===== src/rtl/lcdt_pkg.sv =====
package lcdt_pkg;

    typedef enum logic [1:0] {
        ST_HBLANK = 2'd0,
        ST_VBLANK = 2'd1,
        ST_SEARCH = 2'd2,
        ST_DRAW   = 2'd3
    } lcd_mode_e;

endpackage


===== src/rtl/lcdt_clkdiv.sv =====
module lcdt_clkdiv #(
    parameter int CPU_DIV = 4,
    parameter int MEM_DIV = 2
) (
    input  logic clk,
    input  logic rst_n,
    output logic mem_ce,
    output logic cpu_ce
);
    localparam int CW = (CPU_DIV > 1) ? $clog2(CPU_DIV) : 1;
    localparam logic [CW-1:0] LAST = CW'(CPU_DIV - 1);

    logic [CW-1:0] phase;

    always_ff @(posedge clk or negedge rst_n) begin
        if (!rst_n) begin
            phase <= '0;
        end else if (phase == LAST) begin
            phase <= '0;
        end else begin
            phase <= phase + CW'(1);
        end
    end

    always_comb begin
        mem_ce = ((32'(phase) % MEM_DIV) == 0);
        cpu_ce = (phase == '0);
    end
endmodule


===== src/rtl/lcdt_raster.sv =====
module lcdt_raster
    import lcdt_pkg::*;
#(
    parameter int LINE_DOTS   = 456,
    parameter int VIS_LINES   = 144,
    parameter int ALL_LINES   = 154,
    parameter int SEARCH_DOTS = 80,
    parameter int DRAW_BASE   = 168,
    parameter int DRAW_STEP   = 10,
    parameter int MAX_SPR     = 10,
    parameter int SPR_W       = 4,
    parameter int DOT_W       = 9,
    parameter int LINE_W      = 8
) (
    input  logic              clk,
    input  logic              rst_n,
    input  logic [SPR_W-1:0]  sprite_cnt,
    output logic [DOT_W-1:0]  dot,
    output logic [LINE_W-1:0] line,
    output lcd_mode_e         mode,
    output logic              line_start,
    output logic              vblank_start
);
    localparam logic [DOT_W-1:0]  LAST_DOT   = DOT_W'(LINE_DOTS - 1);
    localparam logic [DOT_W-1:0]  SRCH_LAST  = DOT_W'(SEARCH_DOTS - 1);
    localparam logic [DOT_W-1:0]  DRAW_MIN   = DOT_W'(SEARCH_DOTS + DRAW_BASE - 1);
    localparam logic [LINE_W-1:0] LAST_VIS   = LINE_W'(VIS_LINES - 1);
    localparam logic [LINE_W-1:0] FIRST_VBL  = LINE_W'(VIS_LINES);
    localparam logic [LINE_W-1:0] LAST_LINE  = LINE_W'(ALL_LINES - 1);
    localparam logic [SPR_W-1:0]  SPR_CAP    = SPR_W'(MAX_SPR);

    lcd_mode_e        st, st_nxt;
    logic [SPR_W-1:0] spr_clamped;
    logic [DOT_W-1:0] draw_last;
    logic             at_line_end;

    // Dot and line counters
    always_ff @(posedge clk or negedge rst_n) begin
        if (!rst_n) begin
            dot  <= '0;
            line <= '0;
        end else if (dot == LAST_DOT) begin
            dot  <= '0;
            line <= (line == LAST_LINE) ? '0 : line + LINE_W'(1);
        end else begin
            dot <= dot + DOT_W'(1);
        end
    end

    // Sprite count sampled at dot 0, clamped, turned into last drawing dot
    assign spr_clamped = (sprite_cnt > SPR_CAP) ? SPR_CAP : sprite_cnt;

    always_ff @(posedge clk or negedge rst_n) begin
        if (!rst_n) begin
            draw_last <= DRAW_MIN;
        end else if (dot == '0) begin
            draw_last <= DRAW_MIN + DOT_W'(DRAW_STEP) * DOT_W'(spr_clamped);
        end
    end

    assign at_line_end = (dot == LAST_DOT);

    // State register
    always_ff @(posedge clk or negedge rst_n) begin
        if (!rst_n) begin
            st <= ST_SEARCH;
        end else begin
            st <= st_nxt;
        end
    end

    // Transitions
    always_comb begin
        st_nxt = st;
        unique case (st)
            ST_SEARCH: if (dot == SRCH_LAST) st_nxt = ST_DRAW;
            ST_DRAW:   if (dot == draw_last) st_nxt = ST_HBLANK;
            ST_HBLANK: if (at_line_end) begin
                st_nxt = (line == LAST_VIS) ? ST_VBLANK : ST_SEARCH;
            end
            ST_VBLANK: if (at_line_end && line == LAST_LINE) st_nxt = ST_SEARCH;
            default:   st_nxt = ST_SEARCH;
        endcase
    end

    // Outputs
    always_comb begin
        mode         = st;
        line_start   = (dot == '0);
        vblank_start = (dot == '0) && (line == FIRST_VBL);
    end
endmodule


===== src/rtl/lcdt_gate.sv =====
module lcdt_gate #(
    parameter int DATA_W = 8
) (
    input  logic              clk,
    input  logic              rst_n,
    input  logic              block,
    input  logic              rd,
    input  logic              wr,
    input  logic [DATA_W-1:0] mem_rdata,
    output logic              rd_ok,
    output logic              wr_ok,
    output logic [DATA_W-1:0] rdata
);
    logic masked_q;

    assign rd_ok = rd & ~block;
    assign wr_ok = wr & ~block;

    // A blocked read replaces the data returned one cycle later
    always_ff @(posedge clk or negedge rst_n) begin
        if (!rst_n) begin
            masked_q <= 1'b0;
        end else begin
            masked_q <= rd & block;
        end
    end

    assign rdata = masked_q ? {DATA_W{1'b1}} : mem_rdata;
endmodule


===== src/rtl/lcd_timing_seq.sv =====
module lcd_timing_seq
    import lcdt_pkg::*;
#(
    parameter int LINE_DOTS   = 456,
    parameter int VIS_LINES   = 144,
    parameter int ALL_LINES   = 154,
    parameter int SEARCH_DOTS = 80,
    parameter int DRAW_BASE   = 168,
    parameter int DRAW_STEP   = 10,
    parameter int MAX_SPR     = 10,
    parameter int SPR_W       = 4,
    parameter int DATA_W      = 8,
    parameter int CPU_DIV     = 4,
    parameter int MEM_DIV     = 2,
    localparam int DOT_W      = $clog2(LINE_DOTS),
    localparam int LINE_W     = $clog2(ALL_LINES)
) (
    input  logic              clk,
    input  logic              rst_n,
    input  logic [SPR_W-1:0]  sprite_cnt,
    input  logic              vram_rd,
    input  logic              vram_wr,
    input  logic [DATA_W-1:0] vram_mem_rdata,
    output logic              vram_rd_ok,
    output logic              vram_wr_ok,
    output logic [DATA_W-1:0] vram_rdata,
    input  logic              oam_rd,
    input  logic              oam_wr,
    input  logic [DATA_W-1:0] oam_mem_rdata,
    output logic              oam_rd_ok,
    output logic              oam_wr_ok,
    output logic [DATA_W-1:0] oam_rdata,
    output logic [1:0]        mode,
    output logic [LINE_W-1:0] line,
    output logic [DOT_W-1:0]  dot,
    output logic              mem_ce,
    output logic              cpu_ce,
    output logic              line_start,
    output logic              vblank_start
);
    lcd_mode_e cur_mode;
    logic      vram_block, oam_block;

    lcdt_clkdiv #(.CPU_DIV(CPU_DIV), .MEM_DIV(MEM_DIV)) i_div (
        .clk(clk), .rst_n(rst_n), .mem_ce(mem_ce), .cpu_ce(cpu_ce)
    );

    lcdt_raster #(
        .LINE_DOTS(LINE_DOTS), .VIS_LINES(VIS_LINES), .ALL_LINES(ALL_LINES),
        .SEARCH_DOTS(SEARCH_DOTS), .DRAW_BASE(DRAW_BASE), .DRAW_STEP(DRAW_STEP),
        .MAX_SPR(MAX_SPR), .SPR_W(SPR_W), .DOT_W(DOT_W), .LINE_W(LINE_W)
    ) i_raster (
        .clk(clk), .rst_n(rst_n), .sprite_cnt(sprite_cnt),
        .dot(dot), .line(line), .mode(cur_mode),
        .line_start(line_start), .vblank_start(vblank_start)
    );

    assign mode       = cur_mode;
    assign vram_block = (cur_mode == ST_DRAW);
    assign oam_block  = (cur_mode == ST_DRAW) || (cur_mode == ST_SEARCH);

    lcdt_gate #(.DATA_W(DATA_W)) i_vram_gate (
        .clk(clk), .rst_n(rst_n), .block(vram_block),
        .rd(vram_rd), .wr(vram_wr), .mem_rdata(vram_mem_rdata),
        .rd_ok(vram_rd_ok), .wr_ok(vram_wr_ok), .rdata(vram_rdata)
    );

    lcdt_gate #(.DATA_W(DATA_W)) i_oam_gate (
        .clk(clk), .rst_n(rst_n), .block(oam_block),
        .rd(oam_rd), .wr(oam_wr), .mem_rdata(oam_mem_rdata),
        .rd_ok(oam_rd_ok), .wr_ok(oam_wr_ok), .rdata(oam_rdata)
    );
endmodule


===== config.mk =====
export PLATFORM = sky130hd
export DESIGN_NAME = lcd_timing_seq
export DESIGN_NICKNAME = d
export VERILOG_FILES = /design/src/rtl/lcdt_pkg.sv /design/src/rtl/lcdt_clkdiv.sv /design/src/rtl/lcdt_raster.sv /design/src/rtl/lcdt_gate.sv /design/src/rtl/lcd_timing_seq.sv
export SDC_FILE = /design/constraint.sdc
export NUM_CORES = 1
export LEC_CHECK = 0
export CORE_MARGIN = 3
export CORE_UTILIZATION = 40
export DETAILED_ROUTE_END_ITERATION = 7
export GPL_TIMING_DRIVEN = 0
export PLACE_DENSITY = 0.71
export SYNTH_ARGS = -nofsm -noshare
export SYNTH_HDL_FRONTEND = slang
export SYNTH_SLANG_ARGS = --single-unit

===== constraint.sdc =====
create_clock -name clk -period 2.3 [get_ports clk]
set_clock_uncertainty 0.1 [all_clocks]
set_input_delay 0.23 -clock clk [delete_from_list [all_inputs] [get_ports clk]]
set_output_delay 0.23 -clock clk [all_outputs]
set_load 0.02 [all_outputs]

### Word level (Yosys, flattened, before mapping)

Cells that the tools add are included.

| operators by class | value |
|---|---|
| $add $sub $neg | 4 |
| multipliers | 1 |
| divide/modulo/power cells | 0 |
| magnitude comparators | 1 |
| equal/unequal tests | 14 |
| shifts and indexed selects | 0 |
| muxes and demuxes | 12 |
| bitwise gates (word level) | 8 |
| reduce and logical (&&, ||, !) cells | 8 |

Operators by type and width:

| operator | count |
|---|---|
| logical NOT 32 bit | 1 |
| equality test 8 bit (second input constant) | 3 |
| two-way mux 8 bit | 3 |
| two-way mux 2 bit | 6 |
| adder 8 x 8 -> 9 bit (first input constant) | 1 |
| adder 9 x 1 -> 9 bit (second input constant) | 1 |
| equality test 9 x 7 -> 1 bit (second input constant) | 1 |
| equality test 9 bit | 1 |
| equality test 9 bit (second input constant) | 1 |
| logical NOT 9 bit | 1 |
| two-way mux 9 bit | 1 |
| adder 8 x 1 -> 8 bit (second input constant) | 1 |
| case mux 2 bit (4 select lines) | 1 |
| multiplier 3 x 4 -> 7 bit (first input constant) | 1 |
| AND 1 bit | 6 |
| equality test 2 bit (second input constant) | 3 |
| != test 2 x 1 -> 1 bit (second input constant) | 3 |
| greater-than comparator 4 bit (second input constant) | 1 |
| logical NOT 2 bit | 2 |
| two-way mux 4 bit | 1 |
| AND reduction 4 bit | 1 |
| adder 2 x 1 -> 2 bit (second input constant) | 1 |
| equality test 2 x 1 -> 1 bit (second input constant) | 1 |
| logical AND 1 bit | 2 |
| other kinds (3) | 4 |

| storage, ports and cells | value |
|---|---|
| register bits | 32 |
| latch bits | 0 |
| bits in writable memories | 0 |
| memory bits (read-only) | 0 |
| word-level logic and storage cells | 55 |
| memories kept | 0 |

### Logic depth before layout (Yosys ltp)

Gate-level depths: netlist of the first run.

| logic depth | value |
|---|---|
| word-level depth | 4 |
| mapped depth | 11 |
| gate-level depth less buffers | 10 |

### By module

A second synthesis of the first run with hierarchy kept.

| unflattened totals | value |
|---|---|
| cell total of the unflattened synthesis | 219 |
| area total of the unflattened synthesis | 1970.6 um^2 |

Modules (own cells, without submodules):

| module | instances | cells an instance | area each (um^2) | sequential area each (um^2) |
|---|---|---|---|---|
| lcdt_raster | 1 | 186 | 1686.6 | 684.4 |
| lcdt_gate | 2 | 12 | 93.8 | 25.0 |
| lcdt_clkdiv | 1 | 7 | 86.3 | 50.0 |
| lcd_timing_seq | 1 | 2 | 10.0 | 0.0 |

### Worst setup path after synthesis of the first run

Ideal clock, no wire load.

| timing path | value |
|---|---|
| path kind | input port to flip-flop |
| from | input port sprite_cnt[3] |
| to | register i_raster.draw_last[8] |
| data arrival time | 2.429 ns |
| required time | 2.075 ns |
| slack | -0.354 ns |
| stages on the path | 11 |
| path through | clkbuf_1 -> o21ai_0 -> nand2_1 -> inv_1 -> ha_1 -> ha_1 -> fa_1 -> nor2_1 -> a21boi_0 -> o21ai_0 -> mux2_2 |

| on the way | value |
|---|---|
| word-level cells in the longest chain between the ends | 4 |

RTL lines:

| what | line | source |
|---|---|---|
| start: declaration | lcd_timing_seq.sv:20 | `input logic [SPR_W-1:0] sprite_cnt,` |
| greater-than comparator 4 bit | lcdt_raster.sv:51 | `assign spr_clamped = (sprite_cnt > SPR_CAP) ? SPR_CAP : sprite_cnt;` |
| two-way mux 4 bit (*) | lcdt_raster.sv:51 |  |
| multiplier 3 x 4 -> 7 bit (*) | lcdt_raster.sv:57 | `draw_last <= DRAW_MIN + DOT_W'(DRAW_STEP) * DOT_W'(spr_clamped);` |
| adder 8 x 8 -> 9 bit (*) | lcdt_raster.sv:57 |  |
| end signal: assignment | lcdt_raster.sv:57 |  |
| end: declaration | lcdt_raster.sv:34 | `logic [DOT_W-1:0] draw_last;` |

Mark *: on every way between the ends. The rest lies on a longest branch, timed or not.
A chain may end at the register's enable or synchronous reset.

### Worst setup path after layout of the first run

| timing path | value |
|---|---|
| from | input port sprite_cnt[2] |
| to | register i_raster.draw_last[8] |

The elaborated chain is that of the path after synthesis.

==> results by stage, run 1 <==
Drt:
- The DRC violation count after routing is 0.
- The pre-antenna-repair detailed-routing pass consisted of 4 iterations.
- The via count is 1,921.
- The final routed wire length divided by cell count is 13.6 um.
- After the first detailed-routing iteration, the DRC count stood at 115.
- The routed wire length is 5120 um.
- The remaining antenna violation count is 0.
- Dividing the detail-routed via count by the number of cells gives 5.10.

Logic synthesis:
- The netlist area before placement is 2050 um^2.
- The flip-flop and latch count after synthesis is 31.
- The most used flip-flop cell after synthesis is dfrtp_1.
- Counting flops with an async set or reset pin after synthesis yields a share of 1.00.
- Yosys instantiated no cell more often than dfrtp_1.
- The post-synthesis instance total is 226.
- The sequential element share of the synthesized area is 0.382.
- The number of nets handed over by synthesis was 264.
- Dividing the synthesized area by the synthesized cell count gives 9.09 um^2.
- The area share of the leading cell type in the synthesized netlist is 0.293.
- By area the synthesized netlist is led by dfrtp_1 29%, dfstp_2 9.0%, xnor2_1 6.8%, ha_1 6.7%, or2_2 5.2%.
- Sorting the synthesized cells by how often they occur yields 24 x dfrtp_1, 18 x nand2_1, 17 x nor2_1, 17 x or2_2, 16 x xnor2_1.
- In this run, distinct cell masters in the synthesized netlist total 48.
- The synthesis warning total is 0.
- The largest area contributor in the netlist is dfrtp_1.
- The number of synthesized flops with an enable pin is 0.

Setup path:
- The launch point of the worst reg-to-reg path is i_raster.dot[1].
- The critical path capture point type is a register.
- The worst setup path is launched from an input port.
- The worst setup path is of the in -> reg kind.
- At the worst endpoint, the arrival time is 2.32 ns.
- The peak fanout along the critical path is 5.
- The launch point of the critical path is sprite_cnt[2].
- For the worst setup path, the data required time is 2.37 ns.

Pwr:
- The share of total power dissipated in sequential elements is 0.423.
- Summing internal, switching and leakage power gives 1.41 mW.
- The analysis attributes to net switching a power of 0.335 mW.
- The worst voltage drop across the vdd grid is 0.000345 V.
- Of the total power, combinational logic draws 0.180.
- The proportion of power drawn by the clock network is 0.397.
- The leakage power is 1.32 nW.
- The internal power of the cells totals 1.08 mW.
- The proportion of total power due to net switching is 0.238.
- The total power divided by cell area is 462 nW/um^2.

Timing:
- Hold timing on the final database bottoms out at a slack of 0.187 ns.
- The final-report max-slew violation count is 0.
- The top achievable clock speed is 445 MHz.
- Of the available clock period, the critical path in the final layout requires 0.977.
- Subtracting the final worst setup slack from the clock period gives 2.25 ns.
- The worst pin sits at a relative slew slack of 0.523.
- The number of hold-slack violations in the final timing report is 0.
- The final number of setup-violating endpoints is 0.
- At the pin with the least slew margin, the transition time is 0.710 ns.
- Setup slack closes at 0.0523 ns.

Global route:
- The first global-routing pass estimated 8250 um of wire.
- The initial antenna violation count was 0.
- The number of global-route vias before repair is 1,887.
- In the global route stage, met3 resource usage came out at 0.0626.
- In the global route stage, met2 resource usage came out at 0.303.
- The routing usage on met1 is 0.178.
- The most heavily used metal layer in global routing is met2.
- The remaining global-route overflow is 0.
- For this run, the total global-route usage over all layers was measured as 0.168.
- Entering global routing, the biggest net connects 32 pins.

Clock network:
- Clock latency on the worst-skew pair, taken at its later pin, is 0.29 ns.
- After clock tree synthesis, the clock-pin slew on the worst setup and hold paths is 0.06 ns.
- The number of clock buffers inserted by TritonCTS is 5.
- The CTS tree is done.
- The master cell of the clock root buffer is clkbuf_8.
- The H-tree depth is 2.
- The number of buffers on the longest clock path is 2.
- The CTS sink count is 31.

Floorplanning:
- The core region is 4850 um^2.
- The cell row count is 25.
- For this configuration, the core starts out at a cell density of 0.423.
- The die boundary width is 77.6 um.
- The area of the die is 6030 um^2.
- 69 I/O pins were placed.
- The overall die height is 77.6 um.

Min path:
- The min-delay analysis places its worst path in the category in -> reg.
- The worst hold path begins at sprite_cnt[0].

Place:
- The congestion estimate from routability-driven global placement came to 0.804.
- The count of buffers added on input and output ports is 68.
- The cell area after placement is 2840 um^2.
- The placed instance count is 361.
- Timing analysis after detailed placement gives a worst setup slack of -0.677 ns.
- Summed over all nets, the half-perimeter wirelength after detailed placement is 3740 um.

Job:
- Across the run, the number of max-cap violations was 0.

Layout:
- 0 antenna diodes ended up in the layout.
- The cell area after layout is 3060 um^2.
- The final layout contains 347 nets.
- The layout cell share with drive strength beyond 1 is 0.223.
- The area growth from synthesis to layout is 48.9%.
- After the flow finishes, the layout carries non-filler instances totaling 377.
- The number of filler cells placed in the layout is 403.

Run status:
- The flow ran to the end, and the final reports show no timing, DRC or antenna violations.
## repair_timing
item	CTS	global route
endpoints found under the hold margin	0	24
pin swaps	3	8
setup buffers	5	4
resized for setup	10	19
hold buffers	0	1
endpoints found under the setup margin	6	8
## metal layers
layer / wire length (um) / part of all wire / vias to the layer above
met5: 0 / 0 / -
met3: 484 / 0.094 / 7
met2: 2430 / 0.47 / 76
li1: - / - / 945
met4: 64 / 0.012 / 0
met1: 2150 / 0.42 / 893
## final timing paths
kind	slack, ns	cells past startpoint	end
max	0.05	11	i_raster.draw_last[8]
min	0.19	4	i_raster.draw_last[1]
max reg2reg	0.13	5	i_raster.line[7]
min reg2reg	0.36	1	i_div.phase[0]
max in group asynchronous	1.21	2	i_raster.dot[0]
min in group asynchronous	0.42	2	i_div.phase[1]
## cells by family (layout without fill, tap and decap cells)
kind of cell / count (synthesis) / after routing / share of synthesized area
DFF: 31 / 31 / 0.382
AOI/OAI and AO/OA: 36 / 36 / 0.110
and+or+nand+nor: 99 / 99 / 0.270
muxes: 4 / 4 / 0.0213
xor gates and xnor gates: 22 / 22 / 0.0938
buffers and inverters: 22 / 106 / 0.0463
adders and majority gates: 12 / 12 / 0.0768
## per-stage QoR
stage                     setup TNS [ns]  utilization
after floorplan                        0            -
after global placement             -2.36        0.586
after detailed placement           -2.47        0.586
after CTS                         -0.119        0.619
after global routing              -0.127        0.630
final                                  0        0.630
## power by group through the flow
stage / combinational (mW) / clock [mW] / sequential, mW
5_1_grt: 0.278 / 0.598 / 0.600
3_3_place_gp: 0.229 / 0 / 0.606
3_5_place_dp: 0.232 / 0 / 0.607
6_report: 0.254 / 0.560 / 0.597
4_1_cts: 0.242 / 0.570 / 0.597
2_1_floorplan: 0.129 / 0 / 0.602
## flip-flops by register name, summed over array words and instances, names as in the netlist
| register | flops |
|---|---|
| i_raster.dot | 9 |
| i_raster.draw_last | 8 |
| i_raster.line | 8 |
| i_div.phase | 2 |
| i_raster.mode | 2 |
| i_oam_gate.masked_q | 1 |
| i_vram_gate.masked_q | 1 |
## layout by cell type (no fill, tap or decap), types with 2 or more instances in the layout
master / Yosys / layout
a31oi_1: 2 / 2
inv_1: 11 / 10
a22o_1: 2 / 2
nand4b_1: 2 / 2
and3_1: 3 / 3
nand3_1: 8 / 7
buf_2: 1 / 4
xnor2_1: 16 / 16
dlygate4sd2_1: 0 / 2
nor3_1: 8 / 8
xor2_1: 6 / 6
nand2_1: 18 / 17
and4_1: 2 / 2
a21o_1: 2 / 2
a211oi_1: 2 / 2
o21ai_0: 12 / 9
dfstp_2: 7 / 7
ha_1: 11 / 10
clkbuf_1: 8 / 2
a21boi_0: 3 / 2
nor2_1: 17 / 16
buf_4: 1 / 10
clkbuf_8: 0 / 7
nor2b_1: 6 / 5
dfrtp_1: 24 / 23
clkdlybuf4s50_1: 0 / 61
a21oi_1: 7 / 7
clkbuf_2: 0 / 2
or2_2: 17 / 17
nand4_1: 4 / 4
mux2_2: 3 / 3
o21ai_1: 0 / 2
## final cells by class
cell class	instances	area (um^2)	area share
buffer	9	62.6	0.0205
clock buffer	6	82.6	0.0270
clock inverter	2	35.0	0.0115
inverter	11	41.3	0.0135
multi-input combinational	173	1220	0.400
sequential	31	786	0.257
tap	67	83.8	0.0274
timing repair buffer	78	743	0.243
## worst max-delay path: stages
cell and delay [ns]:
dlygate4sd2_1 0.29, o21ai_2 0.18, nand2_2 0.08, inv_2 0.06
ha_1 0.15, ha_2 0.19, fa_1 0.45, nor2_2 0.15
a21boi_2 0.19, o21ai_1 0.08, mux2_2 0.26
Power figures use the tool's default switching activity.
==> inputs of run 2 (changes only) <==
--- a/config.mk
+++ b/config.mk
@@ -5,8 +5,10 @@
 export SDC_FILE = /design/constraint.sdc
 export NUM_CORES = 1
 export LEC_CHECK = 0
+export CAP_MARGIN = 40
 export CORE_MARGIN = 3
 export CORE_UTILIZATION = 40
+export CTS_BUF_LIST = sky130_fd_sc_hd__clkbuf_8
 export DETAILED_ROUTE_END_ITERATION = 7
 export GPL_TIMING_DRIVEN = 0
 export PLACE_DENSITY = 0.71
==> run 2 against run 1 <==
  * Global-route usage is 0.057 points lower
  * Via count is 0.68% higher
  * Core utilization is 0.54 points lower
  * First-iteration DRC count is 12% lower
  * Non-clock buffer count stayed put
  * Power is 11% lower
  * Worst setup slack worse by 0.044 ns
  * Critical path type is now reg -> out
==> results by stage, run 2 (same netlist as run 1, synthesis figures left out) <==
Run status:
- Status: finished, final reports clean (unchanged).

Drt:
- The detailed router's first-iteration violation count is 101 (was 115).
- The DRC violation count after routing came to 0 (unchanged).
- The via count is 1,934 (was 1,921).
- The iteration count of the initial detailed-routing pass is 4 (unchanged).
- The final routed wire length divided by cell count is 13.3 um (was 13.6 um).
- The via-per-instance ratio is 5.13 (was 5.10).
- The routed wire length was 5000 um (was 5120 um).
- The remaining antenna violation count is 0 (unchanged).

Floorplanning:
- The die boundary width is 77.6 um (unchanged).
- The cell row count is 25 (unchanged).
- The area of the die was 6030 um^2 (unchanged).
- The initial cell density of the core is 0.423 (unchanged).
- The standard cell core area is 4850 um^2 (unchanged).
- The overall die height came to 77.6 um (unchanged).
- The top-level port count came to 69 (unchanged).

Clock network:
- The post-CTS clock slew at the launch and capture registers of the worst setup and hold paths was 0.06 ns (about the same).
- The CTS sink count was 31 (unchanged).
- The number of buffers on the longest clock path came to 2 (unchanged).
- The master cell of the clock root buffer is clkbuf_8 (unchanged).
- The H-tree depth is 2 (unchanged).
- The clock latency on the worst-skew pair is 0.29 ns (about the same).
- The CTS tree is done (unchanged).
- The number of clock buffers inserted by TritonCTS is 5 (unchanged).

Setup path:
- The highest-delay cell along the critical path was dfrtp_1 (was fa_1).
- The worst setup path category is reg -> out (was in -> reg).
- The total buffers and inverters traversed by the critical path is 3 (was 2).
- The cell family contributing the most delay on the critical path is buffers and inverters (was adder cells).
- The data required time at the worst endpoint is 1.97 ns (was 2.37 ns).
- Series of cell instances along the critical path: clkbuf_4 -> nor4b_4 -> nand3_2 -> buf_2 -> nor2_1 -> clkdlybuf4s15_2 (was dlygate4sd2_1 -> o21ai_2 -> nand2_2 -> inv_2 -> ha_1 -> ha_2 -> fa_1 -> nor2_2 -> a21boi_2 -> o21ai_1 -> mux2_2).
- The critical path startpoint category was a register (was input port).
- The endpoint arrival time on the critical path came to 1.96 ns (was 2.32 ns).
- The maximum single-stage delay on the critical path is 0.40 ns (was 0.45 ns).
- The peak fanout along the critical path came to 10 (was 5).
- The critical path capture point type is a primary output (was register).

Timing:
- The number of hold-slack violations in the final timing report is 0 (unchanged).
- The normalized max-slew margin is 0.536 (was 0.523).
- The final hold slack was 0.117 ns (was 0.187 ns).
- Setup repair after global routing could not meet its margin everywhere.
- The least setup slack across all paths after layout is 0.00850 ns (was 0.0523 ns).
- The final number of setup-violating endpoints is 0 (unchanged).
- The shortest period the worst path allows is 2.29 ns (was 2.25 ns).
- The top achievable clock speed is 436 MHz (was 445 MHz).
- The transition time at the pin with the least slew margin is 0.691 ns (was 0.710 ns).
- The period utilization came to 0.996 (was 0.977).
- The final-report max-slew violation count was 0 (unchanged).

Pwr:
- The leakage power came to 1.30 nW (was 1.32 nW).
- The net switching component of the power is 0.323 mW (was 0.335 mW).
- The total power after layout is 1.25 mW (was 1.41 mW).
- The proportion of power drawn by the clock network is 0.323 (was 0.397).
- The proportion of total power due to net switching came to 0.258 (was 0.238).
- The combinational group share of total power was 0.200 (was 0.180).
- The fraction of power consumed by sequential logic was 0.477 (was 0.423).
- The worst voltage drop across the vdd grid is 0.000247 V (was 0.000345 V).
- The total power divided by cell area came to 413 nW/um^2 (was 462 nW/um^2).
- The internal power summed over all cells is 0.929 mW (was 1.08 mW).

Layout:
- The final core area utilization was 0.625 (was 0.630).
- The leading cell type in the layout, fill and taps excluded is clkdlybuf4s50_1 (unchanged).
- Commonest non-fill, non-tap cells in the layout: 62 x clkdlybuf4s50_1, 22 x dfrtp_1, 17 x or2_2, 17 x nand2_1 (was 61 x clkdlybuf4s50_1, 23 x dfrtp_1, 17 x or2_2, 17 x nand2_1).
- The register with the highest flop count is i_raster.dot (unchanged).
- The number of filler cells placed in the layout is 426 (was 403).
- The layout cell share with drive strength beyond 1 is 0.219 (was 0.223).
- The number of flip-flops under the largest register name is 9 (unchanged).
- Top Registers: i_raster.dot x9, i_raster.draw_last x8, i_raster.line x8 (unchanged).
- The antenna cell count came to 0 (unchanged).
- The layout overhead on the synthesized area is 47.6% (was 48.9%).
- The count of nets after finishing is 347 (unchanged).
- The number of non-filler instances in the completed layout is 377 (unchanged).

Place:
- The global placer's final weighted congestion came to 0.804 (unchanged).
- The total half-perimeter wirelength after legalization and detailed placement is 3840 um (was 3740 um).
- The placed instance count is 363 (was 361).
- The setup slack after placement is -0.701 ns (was -0.677 ns).
- The number of I/O port buffers was 68 (unchanged).

Job:
- The number of maximum-capacitance constraint violations is 0 (unchanged).

Global route:
- The largest net degree at the start of global routing was 14 (was 32).
- The total routing usage reported by global routing is 0.168 (about the same).
- The initial antenna violation count is 0 (unchanged).
- The wire length of the first global-routing pass is 8320 um (was 8250 um).
- The remaining global-route overflow is 0 (unchanged).
- The number of global-route vias before repair came to 1,839 (was 1,887).

Min path:
- The worst min-delay path class was in -> async (was in -> reg).
-- run 2: worst reg2reg max path, delay by kind of cell, from the launching register on --
family	cells	cell delay (ns)
flops	1	0.43
fa+ha+maj	1	0.30
simple gates	3	1.12
compound gates	1	0.15
-- run 2: repair_timing --
| action | in CTS | in global routing |
|---|---|---|
| hold buffers | 0 | 0 |
| gates cloned | 0 | 0 |
| endpoints found under the hold margin | 0 | 0 |
| endpoints found under the setup margin | 6 | 8 |
| pin swaps | 3 | 5 |
| gates resized for setup | 11 | 18 |
| setup buffers | 5 | 3 |
-- run 2: final cells by class --
class	instances	area [um^2]	area share
Multi-Input combinational cell	173	1220	0.401
Sequential cell	31	787	0.260
Timing Repair Buffer	78	758	0.250
Tap cell	67	83.8	0.0277
Clock buffer	5	68.8	0.0227
Buffer	9	62.6	0.0206
Inverter	11	41.3	0.0136
Clock inverter	3	12.5	0.00413
-- run 2: per-layer routing --
| metal | up-vias | global-route usage | wire length [um] |
|---|---|---|---|
| met5 | - | 0 | 0 |
| met4 | 0 | 0.0498 | 65 |
| met3 | 6 | 0.0615 | 529 |
| met2 | 85 | 0.293 | 2330 |
| met1 | 900 | 0.189 | 2070 |
| li1 | 943 | - | - |
-- run 2: worst paths after layout --
| kind | slack, ns | end | start | depth (start not counted) |
|---|---|---|---|---|
| worst max-delay path | 0.008 | vblank_start | i_raster.dot[3] | 6 |
| worst min-delay path | 0.12 | i_div.phase[1] | rst_n | 1 |
| worst max register to register | 0.13 | i_raster.line[7] | i_raster.dot[0] | 5 |
| worst min register to register | 0.35 | i_div.phase[0] | i_div.phase[0] | 1 |
| max in group asynchronous | 1.31 | i_raster.draw_last[7] | rst_n | 3 |
| min in group clk | 0.21 | i_raster.draw_last[1] | sprite_cnt[0] | 4 |
-- run 2: power groups by stage --
| stage | combinational [mW] | clock, mW | sequential, mW |
|---|---|---|---|
| 6_report | 0.251 | 0.404 | 0.597 |
| 5_1_grt | 0.276 | 0.440 | 0.600 |
| 4_1_cts | 0.249 | 0.414 | 0.597 |
| 3_5_place_dp | 0.238 | 0 | 0.607 |
| 3_3_place_gp | 0.229 | 0 | 0.606 |
| 2_1_floorplan | 0.129 | 0 | 0.602 |
-- run 2: through the flow --
| step | setup TNS (ns) | cell area, um^2 |
|---|---|---|
| final | 0 | 3030 |
| after global routing | -0.0946 | 3030 |
| after CTS | -0.117 | 3000 |
| after detailed placement | -2.56 | 2870 |
| after global placement | -2.36 | 2840 |
| after floorplan | 0 | 2070 |
